$ cat src/rtl/hpslot_pkg.sv
package hpslot_pkg;
   localparam int SB_ABP  = 0;
   localparam int SB_PDC  = 3;
   localparam int SB_CC   = 4;
   localparam int SB_PDS  = 6;
   localparam int SB_EIS  = 7;
   localparam int CB_HPIE = 5;
   localparam int CB_EIC  = 11;
   localparam logic [15:0] EVT_MASK   = 16'h0019;
   localparam logic [15:0] CTRL_WMASK = 16'h03F9;
   localparam logic [15:0] CTRL_RST   = 16'h03C0;
endpackage

$ cat src/rtl/hpslot_regs.sv
module hpslot_regs
   import hpslot_pkg::*;
(
   input  logic        clk,
   input  logic        rst_n,
   input  logic        cfg_wr,
   input  logic [3:0]  cfg_be,
   input  logic [31:0] cfg_wdata,
   input  logic        btn_press,
   input  logic        dev_insert,
   input  logic        dev_remove,
   output logic [15:0] ctrl_q,
   output logic [15:0] sts_q,
   output logic        notify_d,
   output logic        trig,
   output logic        eval,
   output logic        hp_err
);
   localparam int LANES = 4;

   logic [31:0] lane_m;
   logic [15:0] ctrl_d, sts_d, sts_clr, w1c;
   logic        cmd, sts_touch, eic_hit, refuse, new_evt, hp_any;

   for (genvar g = 0; g < LANES; g++) begin : g_lane
      assign lane_m[g*8 +: 8] = {8{cfg_wr & cfg_be[g]}};
   end

   assign cmd       = |lane_m[15:0];
   assign sts_touch = |lane_m[31:16];
   assign eic_hit   = lane_m[CB_EIC] & cfg_wdata[CB_EIC];
   assign w1c       = cfg_wdata[31:16] & lane_m[31:16] & EVT_MASK;
   assign hp_any    = dev_insert | dev_remove;
   assign refuse    = hp_any & sts_q[SB_EIS];
   assign ctrl_d    = (ctrl_q & ~(lane_m[15:0] & CTRL_WMASK))
                    | (cfg_wdata[15:0] & lane_m[15:0] & CTRL_WMASK);

   always_comb begin
      sts_clr = sts_q & ~w1c;
      sts_d   = sts_clr;
      new_evt = 1'b0;
      if (eic_hit) sts_d[SB_EIS] = ~sts_q[SB_EIS];
      if (cmd) sts_d[SB_CC] = 1'b1;
      if (btn_press) begin
         if (!sts_clr[SB_ABP]) new_evt = 1'b1;
         sts_d[SB_ABP] = 1'b1;
      end
      if (hp_any && !sts_q[SB_EIS]) begin
         if (!sts_clr[SB_PDC]) new_evt = 1'b1;
         sts_d[SB_PDC] = 1'b1;
         sts_d[SB_PDS] = dev_insert;
      end
   end

   assign trig     = cmd | new_evt;
   assign eval     = trig | sts_touch;
   assign notify_d = ctrl_d[CB_HPIE] & (|(sts_d & ctrl_d & EVT_MASK));

   always_ff @(posedge clk or negedge rst_n) begin
      if (!rst_n) begin
         ctrl_q <= CTRL_RST;
         sts_q  <= '0;
         hp_err <= 1'b0;
      end else begin
         ctrl_q <= ctrl_d;
         sts_q  <= sts_d;
         hp_err <= refuse;
      end
   end

   AST_CMD_SETS_CC: assert property (@(posedge clk) disable iff (!rst_n)
      (cfg_wr && (cfg_be[0] || cfg_be[1])) |=> sts_q[SB_CC]);
   AST_EIC_TOGGLES: assert property (@(posedge clk) disable iff (!rst_n)
      (cfg_wr && cfg_be[1] && cfg_wdata[CB_EIC]) |=> (sts_q[SB_EIS] != $past(sts_q[SB_EIS])));
   AST_REFUSED_HOLD: assert property (@(posedge clk) disable iff (!rst_n)
      ((dev_insert || dev_remove) && sts_q[SB_EIS]) |=> (hp_err && $stable(sts_q[SB_PDS])));
   AST_BTN_SETS: assert property (@(posedge clk) disable iff (!rst_n)
      btn_press |=> sts_q[SB_ABP]);
endmodule

$ cat src/rtl/hpslot_irq.sv
module hpslot_irq #(
   parameter int VEC_W         = 5,
   parameter bit VEC_ZERO_IDLE = 1'b1
) (
   input  logic             clk,
   input  logic             rst_n,
   input  logic             notify_d,
   input  logic             trig,
   input  logic             eval,
   input  logic             msix_en,
   input  logic             msi_en,
   input  logic [VEC_W-1:0] msg_num,
   output logic             intx,
   output logic             msix_valid,
   output logic             msi_valid,
   output logic [VEC_W-1:0] msg_vector
);
   if (VEC_W < 1 || VEC_W > 11) begin : g_bad_vec
      $error("hpslot_irq: VEC_W must lie in 1..11");
   end

   logic notify_q, fire, legacy;

   assign legacy = ~msix_en & ~msi_en;
   assign fire   = trig & (notify_d != notify_q);

   always_ff @(posedge clk or negedge rst_n) begin
      if (!rst_n) begin
         notify_q   <= 1'b0;
         intx       <= 1'b0;
         msix_valid <= 1'b0;
         msi_valid  <= 1'b0;
      end else begin
         notify_q   <= notify_d;
         msix_valid <= fire & msix_en;
         msi_valid  <= fire & ~msix_en & msi_en;
         if (eval && legacy) intx <= notify_d;
      end
   end

   if (VEC_ZERO_IDLE) begin : g_vec_zero
      always_ff @(posedge clk or negedge rst_n) begin
         if (!rst_n) msg_vector <= '0;
         else msg_vector <= (fire && !legacy) ? msg_num : '0;
      end
   end else begin : g_vec_hold
      always_ff @(posedge clk or negedge rst_n) begin
         if (!rst_n) msg_vector <= '0;
         else if (fire && !legacy) msg_vector <= msg_num;
      end
   end

   AST_MSI_YIELDS: assert property (@(posedge clk) disable iff (!rst_n)
      msi_valid |-> !$past(msix_en));
   AST_MSG_ON_CHANGE: assert property (@(posedge clk) disable iff (!rst_n)
      (msix_valid || msi_valid) |-> (notify_q != $past(notify_q)));
   AST_INTX_HOLDS: assert property (@(posedge clk) disable iff (!rst_n)
      $past(msix_en || msi_en) |-> $stable(intx));
endmodule

$ cat src/rtl/hpslot_ctrl.sv
module hpslot_ctrl #(
   parameter int VEC_W         = 5,
   parameter bit VEC_ZERO_IDLE = 1'b1
) (
   input  logic             clk,
   input  logic             rst_n,
   input  logic             cfg_wr,
   input  logic [3:0]       cfg_be,
   input  logic [31:0]      cfg_wdata,
   output logic [31:0]      cfg_rdata,
   input  logic             btn_press,
   input  logic             dev_insert,
   input  logic             dev_remove,
   output logic             hp_err,
   input  logic             msix_en,
   input  logic             msi_en,
   input  logic [VEC_W-1:0] msg_num,
   output logic             intx,
   output logic             msix_valid,
   output logic             msi_valid,
   output logic [VEC_W-1:0] msg_vector
);
   logic [15:0] ctrl_q, sts_q;
   logic        notify_d, trig, eval;

   hpslot_regs u_regs (
      .clk(clk), .rst_n(rst_n), .cfg_wr(cfg_wr), .cfg_be(cfg_be),
      .cfg_wdata(cfg_wdata), .btn_press(btn_press), .dev_insert(dev_insert),
      .dev_remove(dev_remove), .ctrl_q(ctrl_q), .sts_q(sts_q),
      .notify_d(notify_d), .trig(trig), .eval(eval), .hp_err(hp_err)
   );

   hpslot_irq #(.VEC_W(VEC_W), .VEC_ZERO_IDLE(VEC_ZERO_IDLE)) u_irq (
      .clk(clk), .rst_n(rst_n), .notify_d(notify_d), .trig(trig), .eval(eval),
      .msix_en(msix_en), .msi_en(msi_en), .msg_num(msg_num), .intx(intx),
      .msix_valid(msix_valid), .msi_valid(msi_valid), .msg_vector(msg_vector)
   );

   assign cfg_rdata = {sts_q, ctrl_q};

   AST_EIC_READS_ZERO: assert property (@(posedge clk) disable iff (!rst_n)
      (cfg_wr && cfg_be[1] && cfg_wdata[11]) |=> !cfg_rdata[11]);
endmodule

$ cat config.mk
export PLATFORM = sky130hd
export DESIGN_NAME = hpslot_ctrl
export DESIGN_NICKNAME = d
export VERILOG_FILES = /design/src/rtl/hpslot_pkg.sv /design/src/rtl/hpslot_regs.sv /design/src/rtl/hpslot_irq.sv /design/src/rtl/hpslot_ctrl.sv
export SDC_FILE = /design/constraint.sdc
export NUM_CORES = 1
export LEC_CHECK = 0
export BUFFER_PORTS_ARGS = -buffer_cell sky130_fd_sc_hd__buf_2
export CORE_UTILIZATION = 38
export CTS_CLUSTER_DIAMETER = 30
export DETAILED_ROUTE_END_ITERATION = 10
export HOLD_SLACK_MARGIN = 0.06
export PLACE_DENSITY = 0.79
export REMOVE_ABC_BUFFERS = 1
export SETUP_SLACK_MARGIN = 0.5
export SLEW_MARGIN = 30
export SYNTH_ARGS = -nofsm -noshare
export SYNTH_HDL_FRONTEND = slang
export SYNTH_SLANG_ARGS = --single-unit
$ cat constraint.sdc
create_clock -name clk -period 2 [get_ports clk]
set_input_delay 0.2 -clock clk [delete_from_list [all_inputs] [get_ports clk]]
set_output_delay 0.2 -clock clk [all_outputs]
set_load 0.05 [all_outputs]
==> results of run 1 <==
==> power groups by stage <==
stage | clock, W | combinational, W | sequential [W]
3_3_place_gp | 0 | 0.000678 | 0.000611
3_5_place_dp | 0 | 0.000689 | 0.000617
2_1_floorplan | 0 | 0.000221 | 0.000915
5_1_grt | 0.000245 | 0.000763 | 0.000618
4_1_cts | 0.000219 | 0.000722 | 0.000610
6_report | 0.000209 | 0.000729 | 0.000609
==> Yosys cell counts <==
library cell / n
sky130_fd_sc_hd__a211oi_1: 2
sky130_fd_sc_hd__buf_1: 1
sky130_fd_sc_hd__a21o_1: 2
sky130_fd_sc_hd__nand3_1: 8
sky130_fd_sc_hd__a21oi_1: 5
sky130_fd_sc_hd__buf_4: 19
sky130_fd_sc_hd__or2_2: 1
sky130_fd_sc_hd__and3_1: 1
sky130_fd_sc_hd__a22o_1: 1
sky130_fd_sc_hd__a21bo_2: 1
sky130_fd_sc_hd__or3_1: 1
sky130_fd_sc_hd__nand2_4: 1
sky130_fd_sc_hd__mux2_2: 7
sky130_fd_sc_hd__o21ai_2: 1
sky130_fd_sc_hd__xnor2_1: 1
sky130_fd_sc_hd__and3_2: 2
sky130_fd_sc_hd__nand2_1: 3
sky130_fd_sc_hd__buf_2: 1
sky130_fd_sc_hd__o22ai_1: 1
sky130_fd_sc_hd__mux2_4: 1
sky130_fd_sc_hd__inv_1: 5
sky130_fd_sc_hd__conb_1: 1
sky130_fd_sc_hd__o221ai_1: 1
sky130_fd_sc_hd__dfstp_2: 4
sky130_fd_sc_hd__o21ai_0: 3
sky130_fd_sc_hd__buf_6: 1
sky130_fd_sc_hd__mux2i_1: 1
sky130_fd_sc_hd__nor2_1: 3
sky130_fd_sc_hd__dfrtp_1: 19
sky130_fd_sc_hd__a222oi_1: 1
==> critical path, stage by stage, from the launching register on <==
cell and delay (ns):
sky130_fd_sc_hd__dfrtp_1 0.40, sky130_fd_sc_hd__mux2_4 0.27, sky130_fd_sc_hd__a222oi_1 0.34, sky130_fd_sc_hd__buf_4 0.19, sky130_fd_sc_hd__nor2_2 0.04, sky130_fd_sc_hd__mux2_4 0.28
==> worst max path at each step <==
stage                     depth (start not counted)          endpoint  slack (ns)        startpoint
after floorplan                                   4   u_irq.msi_valid        0.20  u_regs.ctrl_q[3]
after global placement                            7   u_irq.msi_valid        0.19            cfg_wr
after detailed placement                          7  u_irq.msix_valid        0.15            cfg_wr
after CTS                                         5        u_irq.intx        0.38  u_regs.ctrl_q[3]
after global routing                              6  u_irq.msix_valid        0.34   u_regs.sts_q[3]
final                                             5        u_irq.intx        0.39  u_regs.ctrl_q[3]
==> repair_timing <==
item | in CTS | in global routing
endpoints found under the setup margin | 8 | 8
endpoints found under the hold margin | 19 | 0
pin swaps | 8 | 1
buffers inserted | 2 | 1
gates resized for setup | 7 | 2
hold buffers | 1 | 0
==> logic make-up (layout without fill, tap and decap cells) <==
family / Yosys count / count (layout) / share of synthesized area
buffers and inverters: 27 / 64 / 0.164
muxes: 9 / 9 / 0.0937
and+or+nand+nor: 20 / 20 / 0.0971
AOI/OAI and AO/OA: 18 / 18 / 0.111
xor gates and xnor gates: 1 / 1 / 0.00790
other: 1 / 19 / 0.00338
DFF: 23 / 23 / 0.524
==> through the flow <==
stage | util | worst slack (ns) | power [W] | std cells | area, um2
after floorplan | - | 0.199 | 0.00114 | 95 | 1010
after global placement | 0.475 | 0.194 | 0.00129 | 177 | 1310
after detailed placement | 0.475 | 0.151 | 0.00131 | 177 | 1310
after CTS | 0.503 | 0.385 | 0.00155 | 184 | 1390
after global routing | 0.509 | 0.336 | 0.00163 | 185 | 1400
final | 0.509 | 0.392 | 0.00155 | 185 | 1400
==> routing by layer <==
metal	wire, um	GRT usage	part of all wire	vias up
li1	-	-	-	411
met1	902	0.173	0.39	417
met2	1180	0.264	0.51	54
met3	215	0.0419	0.093	2
met4	21	0.0627	0.0091	0
met5	0	0	0	-
==> layout make-up <==
type,instances,area (um2),share of cell area
flip-flops and latches,23,581,0.414
inverters,5,18.8,0.0134
well taps,31,38.8,0.0276
clock buffers,4,26.3,0.0187
multi-input cells,67,449,0.320
repair buffers,55,290,0.207
==> reports/qor.csv, run 1 <==
stage,metric,value,unit
sta,final-hold-violation-count,0,
sta,setup_viol_count_final,0,
setup_path,worstReg2RegStart,u_regs.ctrl_q[3],
route,post_drt_via_cell_ratio,4.78,
floorplanning,design.die.area,0.00314,mm2
sta,setup_repair_after_global_routing_missed_its_margin,yes,
clock_network,cts_max_level,1,
logic_synthesis,synthesis.yosys.warnings,0,
power_and_ir_drop,power_report.internal_total,0.000827,W
clock_network,cts.sinks,23,
logic_synthesis,synth.cell_area,0.00111,mm2
clock_network,clk_path_buf_depth,2,
clock_network,cts_inserted_buffers,3,
setup_path,criticalPathCategory,flip-flop to flip-flop,
setup_path,crit_required,2.20,ns
route,drtPass1Iterations,4,
power_and_ir_drop,seq_power_share,0.393,
final_layout,fillers,259,
power_and_ir_drop,power_switching,0.000720,W
final_layout,final_nets,204,
sta,worst_pin_slew,0.522,ns
sta,fin_crit_sh,0.804,
min_path,hp-class,primary input to flip-flop,
floorplanning,die_height,56.0,um
global_route,gr-usage-all-layers,0.151,
setup_path,startpoint_type,flip-flop,
route,route.vias.total,884,
min_path,worstHoldStart,btn_press,
final_layout,leading_cell_types_in_the_layout_fill_and_taps_excluded,"sky130_fd_sc_hd__buf_2, sky130_fd_sc_hd__conb_1, sky130_fd_sc_hd__dfrtp_1, sky130_fd_sc_hd__nand3_1",
setup_path,ff2ff_setup_slack,0.39,ns
route,detail_route.wl_per_cell,12.5,um
min_path,hold_path_cells,2,
setup_path,regToRegEndpoint,u_irq.intx,
sta,final.min_clock_period,1.61,ns
logic_synthesis,ys_seq_elements,23,
place,detailed_place_hpwl,1790,um
place,number_of_buffers_added_on_ports,50,
final_layout,layout.cells.most_common,sky130_fd_sc_hd__buf_2,
logic_synthesis,synth.distinct_cells,30,
sta,final_max_slew_viol_count,0,
logic_synthesis,post_synth.cell_area_avg,11.2,um2
floorplanning,design.portCount,90,
logic_synthesis,ys_top_cells_by_area,"sky130_fd_sc_hd__dfrtp_1, sky130_fd_sc_hd__buf_4, sky130_fd_sc_hd__dfstp_2",
route,postRouteWirelength,2320,um
clock_network,cts.clk_slew.worst_paths,0.12,ns
job,max_cap_violations,0,
setup_path,worstPathMaxFanout,3,
logic_synthesis,post_synth_inst_count,99,
logic_synthesis,largest_area_contributor_in_the_netlist,sky130_fd_sc_hd__dfrtp_1,
sta,timing.slew.headroom,0.652,
min_path,hold-path-endpoint,u_regs.sts_q[0],
floorplanning,die_width,56.0,um
floorplanning,coreArea,0.00276,mm2
final_layout,share_of_final_layout_standard_cells_stronger_than_drive_strength_1,0.526,
final_layout,signed_area_change_from_the_synthesized_netlist_to_the_final_layout,26.6,%
power_and_ir_drop,clock_power_share,0.135,
setup_path,cp_data_arrival_time,1.81,ns
clock_network,cts_tree,yes,
logic_synthesis,synth_seq_area_share,0.524,
logic_synthesis,netlist.area_leader.share,0.429,
clock_network,worst_skew_pair.late_latency,0.30,ns
setup_path,r2r.worst_path.cells,5,
run_status,run_status,"complete, no violations",
floorplanning,initial_core_utilization,0.402,
route,antenna_left,0,
setup_path,endpoint_kind,flip-flop,
power_and_ir_drop,sw_frac_of_total,0.465,
power_and_ir_drop,p_leak,0.761,nW
sta,totalNegativeSetupSlack,0,ns
clock_network,clk_root_buffer_cell,sky130_fd_sc_hd__clkbuf_4,
place,gp_congestion,0.735,
sta,worst_clock_skew,0.000735,ns
route,drt_first_iter_violations,8,
sta,timing.fmax,622,MHz
global_route,grt_antenna_before_repair,0,
route,drt_drc_violations_left,0,
global_route,grt_first_pass_wirelength,3730,um
global_route,grt_pass1_vias,908,
power_and_ir_drop,ir_worst_vdd,0.000603,V
power_and_ir_drop,combinationalPowerShare,0.471,
global_route,gr-total-overflow,0,
floorplanning,num_rows,19,
final_layout,num_antenna_cells,0,
power_and_ir_drop,power.density_cell_area,1100,mW/mm2
global_route,pin_count_of_the_biggest_net_entering_global_routing,24,
sta,worst_hold_slack,0.105,ns
(Power assumes the default switching activity.)
==> run 2: changes to the inputs <==
Settings changed: CORE_UTILIZATION 38 to 34, PLACE_DENSITY 0.79 to 0.74.
Clock period 2 ns to 1.3 ns, I/O delays scaled along.
==> run 2 against run 1 <==
- the flow now finishes with violations (setup timing)
- critical path type unchanged
- maximum frequency shrank 3.1%
- highest routed layer unchanged
- clock skew grew 0.0012 ns
- critical endpoint is now u_irq.msix_valid
- critical path depth grew 1
- total power grew 94%
- setup slack lost 0.75 ns
- register-to-register slack lost 0.75 ns
- first-iteration DRC count grew to 4.4 times the previous value
- die area grew 11%
- sequential power grew 60%
==> reports/qor.csv, run 2 (synthesis results as in run 1) <==
stage,metric,value,unit,change
floorplanning,design.die.area,0.00349,mm2,+11%
floorplanning,die_height,59.1,um,+5.5%
final_layout,num_antenna_cells,0,,unchanged
power_and_ir_drop,power_switching,0.00127,W,+76%
sta,final.min_clock_period,1.66,ns,+0.0522 ns
min_path,hp-class,primary input to flip-flop,,
clock_network,cts_inserted_buffers,3,,unchanged
setup_path,worstReg2RegStart,u_regs.sts_q[3],,
clock_network,cts_tree,yes,,
floorplanning,coreArea,0.00308,mm2,+12%
floorplanning,initial_core_utilization,0.360,,-0.0418
global_route,grt_first_pass_wirelength,4590,um,+23%
clock_network,cts.clk_slew.worst_paths,0.12,ns,about the same
route,route.vias.total,1032,,+17%
route,route.top_layer_used,met4,,
setup_path,endpoint_kind,flip-flop,,
setup_path,startpoint_type,flip-flop,,
sta,final_critical_path_setup_slack,-0.360,ns,-0.752 ns
sta,final_max_slew_viol_count,0,,unchanged
place,gp_congestion,0.704,,-4.2%
power_and_ir_drop,combinationalPowerShare,0.570,,+0.099
clock_network,cts.sinks,23,,unchanged
setup_path,worstPathMaxFanout,7,,+4
place,detailed_place_hpwl,1960,um,+9.3%
route,detail_route.wl_per_cell,14.0,um,+12%
setup_path,crit_required,1.52,ns,-0.68 ns
run_status,violations,setup timing,,
sta,worst_pin_slew,0.520,ns,-0.00169 ns
power_and_ir_drop,power.density_cell_area,1540,mW/mm2,+40%
global_route,grt_pass1_vias,1023,,+13%
floorplanning,die_width,59.1,um,+5.5%
final_layout,final_nets,235,,+15%
sta,totalNegativeSetupSlack,-2.85,ns,-2.85 ns
setup_path,regToRegEndpoint,u_irq.msix_valid,,
route,drt_drc_violations_left,0,,unchanged
place,placement.setup.worst_slack,-0.420,ns,-0.571 ns
route,drtPass1Iterations,4,,unchanged
setup_path,cp_data_arrival_time,1.88,ns,+0.07 ns
final_layout,signed_area_change_from_the_synthesized_netlist_to_the_final_layout,75.7,%,
power_and_ir_drop,clock_power_share,0.105,,-0.030
sta,worst_clock_skew,0.00195,ns,+0.00121 ns
final_layout,multiInputGateArea,489,um2,+8.9%
setup_path,setup.worst_path.start,u_regs.sts_q[3],,
min_path,worstHoldStart,btn_press,,
route,met3WireLength,208,um,-3.3%
floorplanning,design.portCount,90,,unchanged
final_layout,leading_cell_types_in_the_layout_fill_and_taps_excluded,"sky130_fd_sc_hd__buf_2, sky130_fd_sc_hd__buf_6, sky130_fd_sc_hd__conb_1, sky130_fd_sc_hd__dfrtp_1, sky130_fd_sc_hd__buf_4",,
sta,setup_viol_count_final,10,,+10
final_layout,sequential_cell_area,581,um2,unchanged
final_layout,layout.cells.most_common,sky130_fd_sc_hd__buf_2,,
setup_path,ff2ff_setup_slack,-0.36,ns,-0.75 ns
job,max_cap_violations,0,,unchanged
clock_network,cts_max_level,1,,unchanged
min_path,hold_path_cells,2,,unchanged
setup_path,criticalPathCategory,flip-flop to flip-flop,,
route,antenna_left,0,,unchanged
sta,setup_repair_after_global_routing_missed_its_margin,yes,,
floorplanning,num_rows,20,,+1
power_and_ir_drop,power_report.internal_total,0.00174,W,+110%
final_layout,fillers,251,,-3.1%
route,postRouteWirelength,3210,um,+38%
power_and_ir_drop,ir_worst_vdd,0.000907,V,+50%
sta,final-hold-violation-count,0,,unchanged
clock_network,clk_path_buf_depth,2,,unchanged
sta,fin_crit_sh,1.28,,+0.473
sta,timing.slew.headroom,0.653,,+0.00113
global_route,gr-usage-all-layers,0.182,,+0.0314
sta,timing.fmax,602,MHz,-3.1%
clock_network,clk_root_buffer_cell,sky130_fd_sc_hd__clkbuf_4,,
run_status,run_status,finished with violations,,
route,met2_wirelength,1710,um,+45%
route,drt_first_iter_violations,35,,+27
final_layout,post-route-util,0.633,,+0.124
clock_network,worst_skew_pair.late_latency,0.30,ns,about the same
route,wl_met1,1230,um,+36%
place,number_of_buffers_added_on_ports,50,,unchanged
power_and_ir_drop,seq_power_share,0.324,,-0.069
global_route,gr-total-overflow,0,,unchanged
global_route,grt_antenna_before_repair,0,,unchanged
setup_path,critical_path.endpoint,u_irq.msix_valid,,
power_and_ir_drop,p_leak,0.995,nW,+31%
power_and_ir_drop,sw_frac_of_total,0.421,,-0.0438
clock_network,holdBufCountCts,10,,+9
route,post_drt_via_cell_ratio,4.51,,-5.7%
global_route,pin_count_of_the_biggest_net_entering_global_routing,24,,unchanged
setup_path,r2r.worst_path.cells,6,,+1
final_layout,share_of_final_layout_standard_cells_stronger_than_drive_strength_1,0.600,,+0.0740
[run 2: changes by cell type in the layout (fill, tap and decap cells not counted), sizes merged]
cell and delta:
dlygate4sd3 +7, buf +22, dlymetal6s4s +2
[run 2: repair_timing]
action | 4_1_cts | 5_1_grt
resized for setup | 74 | 16
hold endpoints to repair | 29 | 1
setup endpoints to repair | 33 | 40
pin swaps | 4 | 5
setup buffers | 6 | 4
[run 2: layer usage]
layer  up-vias  track usage
met5         -            0
met4         0       0.0884
met3         6       0.0284
met2        61        0.325
met1       492        0.213
li1        473            -
[run 2: worst min path at each step]
stage / end
after floorplan: u_irq.intx
after global placement: u_regs.ctrl_q[5]
after detailed placement: u_regs.ctrl_q[5]
after CTS: u_regs.sts_q[0]
after global routing: u_regs.sts_q[0]
final: u_regs.sts_q[0]
[run 2: cell type report]
class	count	area share
timing repair buffer	86	0.399
tap	44	0.0283
sequential	23	0.298
clock buffer	4	0.0135
multi-input combinational	67	0.251
inverter	5	0.00963
[run 2: worst max-delay path, stage by stage, from the launching register on]
cell and delay [ns]:
sky130_fd_sc_hd__dfrtp_1 0.40, sky130_fd_sc_hd__inv_2 0.05, sky130_fd_sc_hd__o22ai_2 0.17, sky130_fd_sc_hd__a222oi_1 0.13, sky130_fd_sc_hd__buf_4 0.17, sky130_fd_sc_hd__or3_4 0.40, sky130_fd_sc_hd__a211oi_2 0.25
[run 2: through the flow]
step                cell area (um2)  hold slack [ns]  cells  power (W)
floorplan                      1010           -0.166     95    0.00175
global placement               1440            0.114    205    0.00209
detailed placement             1440            0.132    205    0.00211
CTS                            1860           0.0325    225    0.00289
global route                   1950           0.0433    229    0.00313
finish                         1950           0.0595    229    0.00301
[run 2: power groups by stage]
stage               logic [W]  clock network [W]  registers, W
floorplan            0.000340                  0       0.00141
global placement      0.00116                  0      0.000939
detailed placement    0.00118                  0      0.000938
CTS                   0.00160           0.000334      0.000961
global route          0.00179           0.000350      0.000988
finish                0.00171           0.000317      0.000974
==> run 3: changes to the inputs <==
--- a/config.mk
+++ b/config.mk
@@ -8,7 +8,8 @@
 export BUFFER_PORTS_ARGS = -buffer_cell sky130_fd_sc_hd__buf_2
-export CORE_UTILIZATION = 34
+export CORE_UTILIZATION = 38
 export CTS_CLUSTER_DIAMETER = 30
 export DETAILED_ROUTE_END_ITERATION = 10
+export GPL_ROUTABILITY_DRIVEN = 0
 export HOLD_SLACK_MARGIN = 0.06
-export PLACE_DENSITY = 0.74
+export PLACE_DENSITY = 0.79
 export REMOVE_ABC_BUFFERS = 1
==> constraint.sdc (replaced) <==
create_clock -name clk -period 1.85 [get_ports clk]
set_input_delay 0.37 -clock clk [delete_from_list [all_inputs] [get_ports clk]]
set_output_delay 0.37 -clock clk [all_outputs]
set_load 0.05 [all_outputs]
==> run 3 against run 2 <==
- the flow now finishes without violations
- register-to-register slack better by 0.55 ns
- clock power down 28%
- sequential share of layout area rose by 7.5 points
- cell count shrank 15%
- global-route usage is 2.2 points lower
- non-clock buffer count down 22
- utilization down 6.8 points
- worst hold slack better by 0.21 ns
- clock-buffer cell count fell by 1
- critical path depth stayed put
- highest routed layer unchanged
==> reports/qor.csv, run 3 (synthesis results as in run 1) <==
stage,metric,value,unit,change
run_status,run_status,"complete, no violations",,
floorplanning,initial_core_utilization,0.402,,+0.0418
place,placement.setup.worst_slack,-0.227,ns,+0.194 ns
final_layout,multiInputGateArea,464,um2,-5.1%
route,detail_route.wl_per_cell,13.0,um,-7.3%
route,postRouteWirelength,2520,um,-21%
job,max_cap_violations,0,,unchanged
sta,totalNegativeSetupSlack,0,ns,+2.85 ns
global_route,gr-total-overflow,0,,unchanged
setup_path,startpoint_type,flip-flop,,
final_layout,share_of_final_layout_standard_cells_stronger_than_drive_strength_1,0.577,,-0.0233
sta,timing.slew.headroom,0.654,,+0.00132
route,route.vias.total,911,,-12%
final_layout,signed_area_change_from_the_synthesized_netlist_to_the_final_layout,40.5,%,
sta,final-hold-violation-count,0,,unchanged
place,number_of_buffers_added_on_ports,50,,unchanged
final_layout,sequential_cell_area,581,um2,unchanged
setup_path,worst_path_most_repeated_cell,sky130_fd_sc_hd__mux2_4,,
setup_path,critical_path_buf_inv_count,2,,unchanged
clock_network,cts_tree,yes,,
power_and_ir_drop,ir_worst_vdd,0.000734,V,-19%
sta,fin_crit_sh,0.900,,-0.377
sta,final_critical_path_setup_slack,0.185,ns,+0.546 ns
floorplanning,die_width,56.0,um,-5.2%
route,drtPass1Iterations,4,,unchanged
final_layout,final_nets,213,,-9.4%
sta,worst_hold_slack,0.272,ns,+0.213 ns
sta,worst_pin_slew,0.518,ns,-0.00199 ns
setup_path,cpLargestDelayFamily,multiplexers,,
final_layout,leading_cell_types_in_the_layout_fill_and_taps_excluded,"sky130_fd_sc_hd__buf_2, sky130_fd_sc_hd__conb_1, sky130_fd_sc_hd__dfrtp_1, sky130_fd_sc_hd__buf_4",,
clock_network,cts.sinks,23,,unchanged
place,detailed_place_hpwl,1830,um,-6.5%
clock_network,worst_skew_pair.late_latency,0.31,ns,about the same
final_layout,fillers,239,,-4.8%
power_and_ir_drop,power.total,0.00178,W,-41%
setup_path,cp_max_stage_delay,0.40,ns,about the same
setup_path,criticalPathCategory,flip-flop to flip-flop,,
global_route,grt_first_pass_wirelength,3910,um,-15%
route,drt_drc_violations_left,0,,unchanged
final_layout,num_antenna_cells,0,,unchanged
sta,setup_viol_count_final,0,,-10
setup_path,endpoint_kind,flip-flop,,
setup_path,setup.worst_path.start,u_regs.ctrl_q[3],,
clock_network,cts.clk_slew.worst_paths,0.13,ns,about the same
setup_path,slowest_stage,sky130_fd_sc_hd__dfrtp_1,,
global_route,grt_pass1_vias,923,,-9.8%
setup_path,crit_path_cell_chain,mux2_4 -> a222oi_1 -> buf_4 -> buf_6 -> nor2_2 -> mux2_4,,
setup_path,worstReg2RegStart,u_regs.ctrl_q[3],,
clock_network,clk_root_buffer_cell,sky130_fd_sc_hd__clkbuf_4,,
floorplanning,design.die.area,0.00314,mm2,-10%
clock_network,cts_max_level,1,,unchanged
route,drt_first_iter_violations,7,,-80%
floorplanning,die_height,56.0,um,-5.2%
power_and_ir_drop,power.density_cell_area,1140,mW/mm2,-26%
sta,worst_clock_skew,0.00353,ns,+0.00159 ns
sta,final.min_clock_period,1.66,ns,+0.00435 ns
sta,timing.fmax,601,MHz,-0.26%
clock_network,clk_path_buf_depth,2,,unchanged
floorplanning,coreArea,0.00276,mm2,-10%
global_route,gr-usage-all-layers,0.160,,-0.0224
setup_path,worstPathMaxFanout,3,,-4
global_route,pin_count_of_the_biggest_net_entering_global_routing,24,,unchanged
sta,final_max_slew_viol_count,0,,unchanged
global_route,grt_antenna_before_repair,0,,unchanged
setup_path,crit_required,2.06,ns,+0.54 ns
clock_network,cts_inserted_buffers,3,,unchanged
route,antenna_left,0,,unchanged
final_layout,layout.cells.most_common,sky130_fd_sc_hd__buf_2,,
setup_path,cp_data_arrival_time,1.87,ns,about the same
min_path,worstHoldStart,msg_num[0],,
sta,setup_repair_after_global_routing_missed_its_margin,yes,,
min_path,hp-class,primary input to flip-flop,,
floorplanning,num_rows,19,,-5.0%
floorplanning,design.portCount,90,,unchanged
route,post_drt_via_cell_ratio,4.70,,+4.2%
power_and_ir_drop,p_leak,0.829,nW,-17%
## run 3: area by class of cell
| type | count | area share |
|---|---|---|
| sequential | 23 | 0.373 |
| multi-input combinational | 67 | 0.298 |
| timing repair buffer | 64 | 0.275 |
| tap | 31 | 0.0249 |
| clock buffer | 3 | 0.0145 |
| inverter | 5 | 0.0120 |
| clock inverter | 1 | 0.00321 |
## run 3: where the power goes
part | internal (W) | leakage, nW | switching, W
Clock | 0.0000806 | 0.0177 | 0.000148
Combinational | 0.000282 | 0.537 | 0.000606
Sequential | 0.000606 | 0.273 | 0.0000578
## run 3: through the flow
step	utilization	cell area, um2	instances
after detailed placement	0.500	1380	186
after floorplan	-	1010	95
final	0.565	1560	194
after CTS	0.552	1520	194
after global placement	0.500	1380	186
after global routing	0.565	1560	194
## run 3: what timing repair did
action,4_1_cts,5_1_grt
gates resized for setup,23,15
hold buffers,1,0
buffers inserted,3,0
endpoints found under the setup margin,14,22
pin swaps,9,1
hold endpoints to repair,19,0
## run 3: worst reg2reg max path, cell delays in order, from the launching register on
cell                       delay, ns
sky130_fd_sc_hd__dfrtp_1        0.40
sky130_fd_sc_hd__mux2_4         0.27
sky130_fd_sc_hd__a222oi_1       0.32
sky130_fd_sc_hd__buf_4          0.20
sky130_fd_sc_hd__buf_6          0.09
sky130_fd_sc_hd__nor2_2         0.03
sky130_fd_sc_hd__mux2_4         0.26
## run 3: path summary, 6_finish.rpt
check,to,cells past startpoint,slack [ns]
hold reg to reg,u_regs.sts_q[6],1,0.51
setup reg to reg,u_irq.intx,6,0.19
max in group asynchronous,asynchronous set/reset pin,2,0.91
setup / recovery,u_irq.intx,6,0.19
hold / removal,u_irq.msg_vector[0],3,0.27
min in group asynchronous,u_irq.intx,2,0.58
## run 3: per-layer routing
| metal | vias to the layer above | global-route usage | routed length, um |
|---|---|---|---|
| li1 | 427 | - | - |
| met1 | 424 | 0.195 | 984 |
| met2 | 54 | 0.257 | 1270 |
| met3 | 6 | 0.0465 | 217 |
| met4 | 0 | 0.0801 | 46 |
| met5 | - | 0 | 0 |
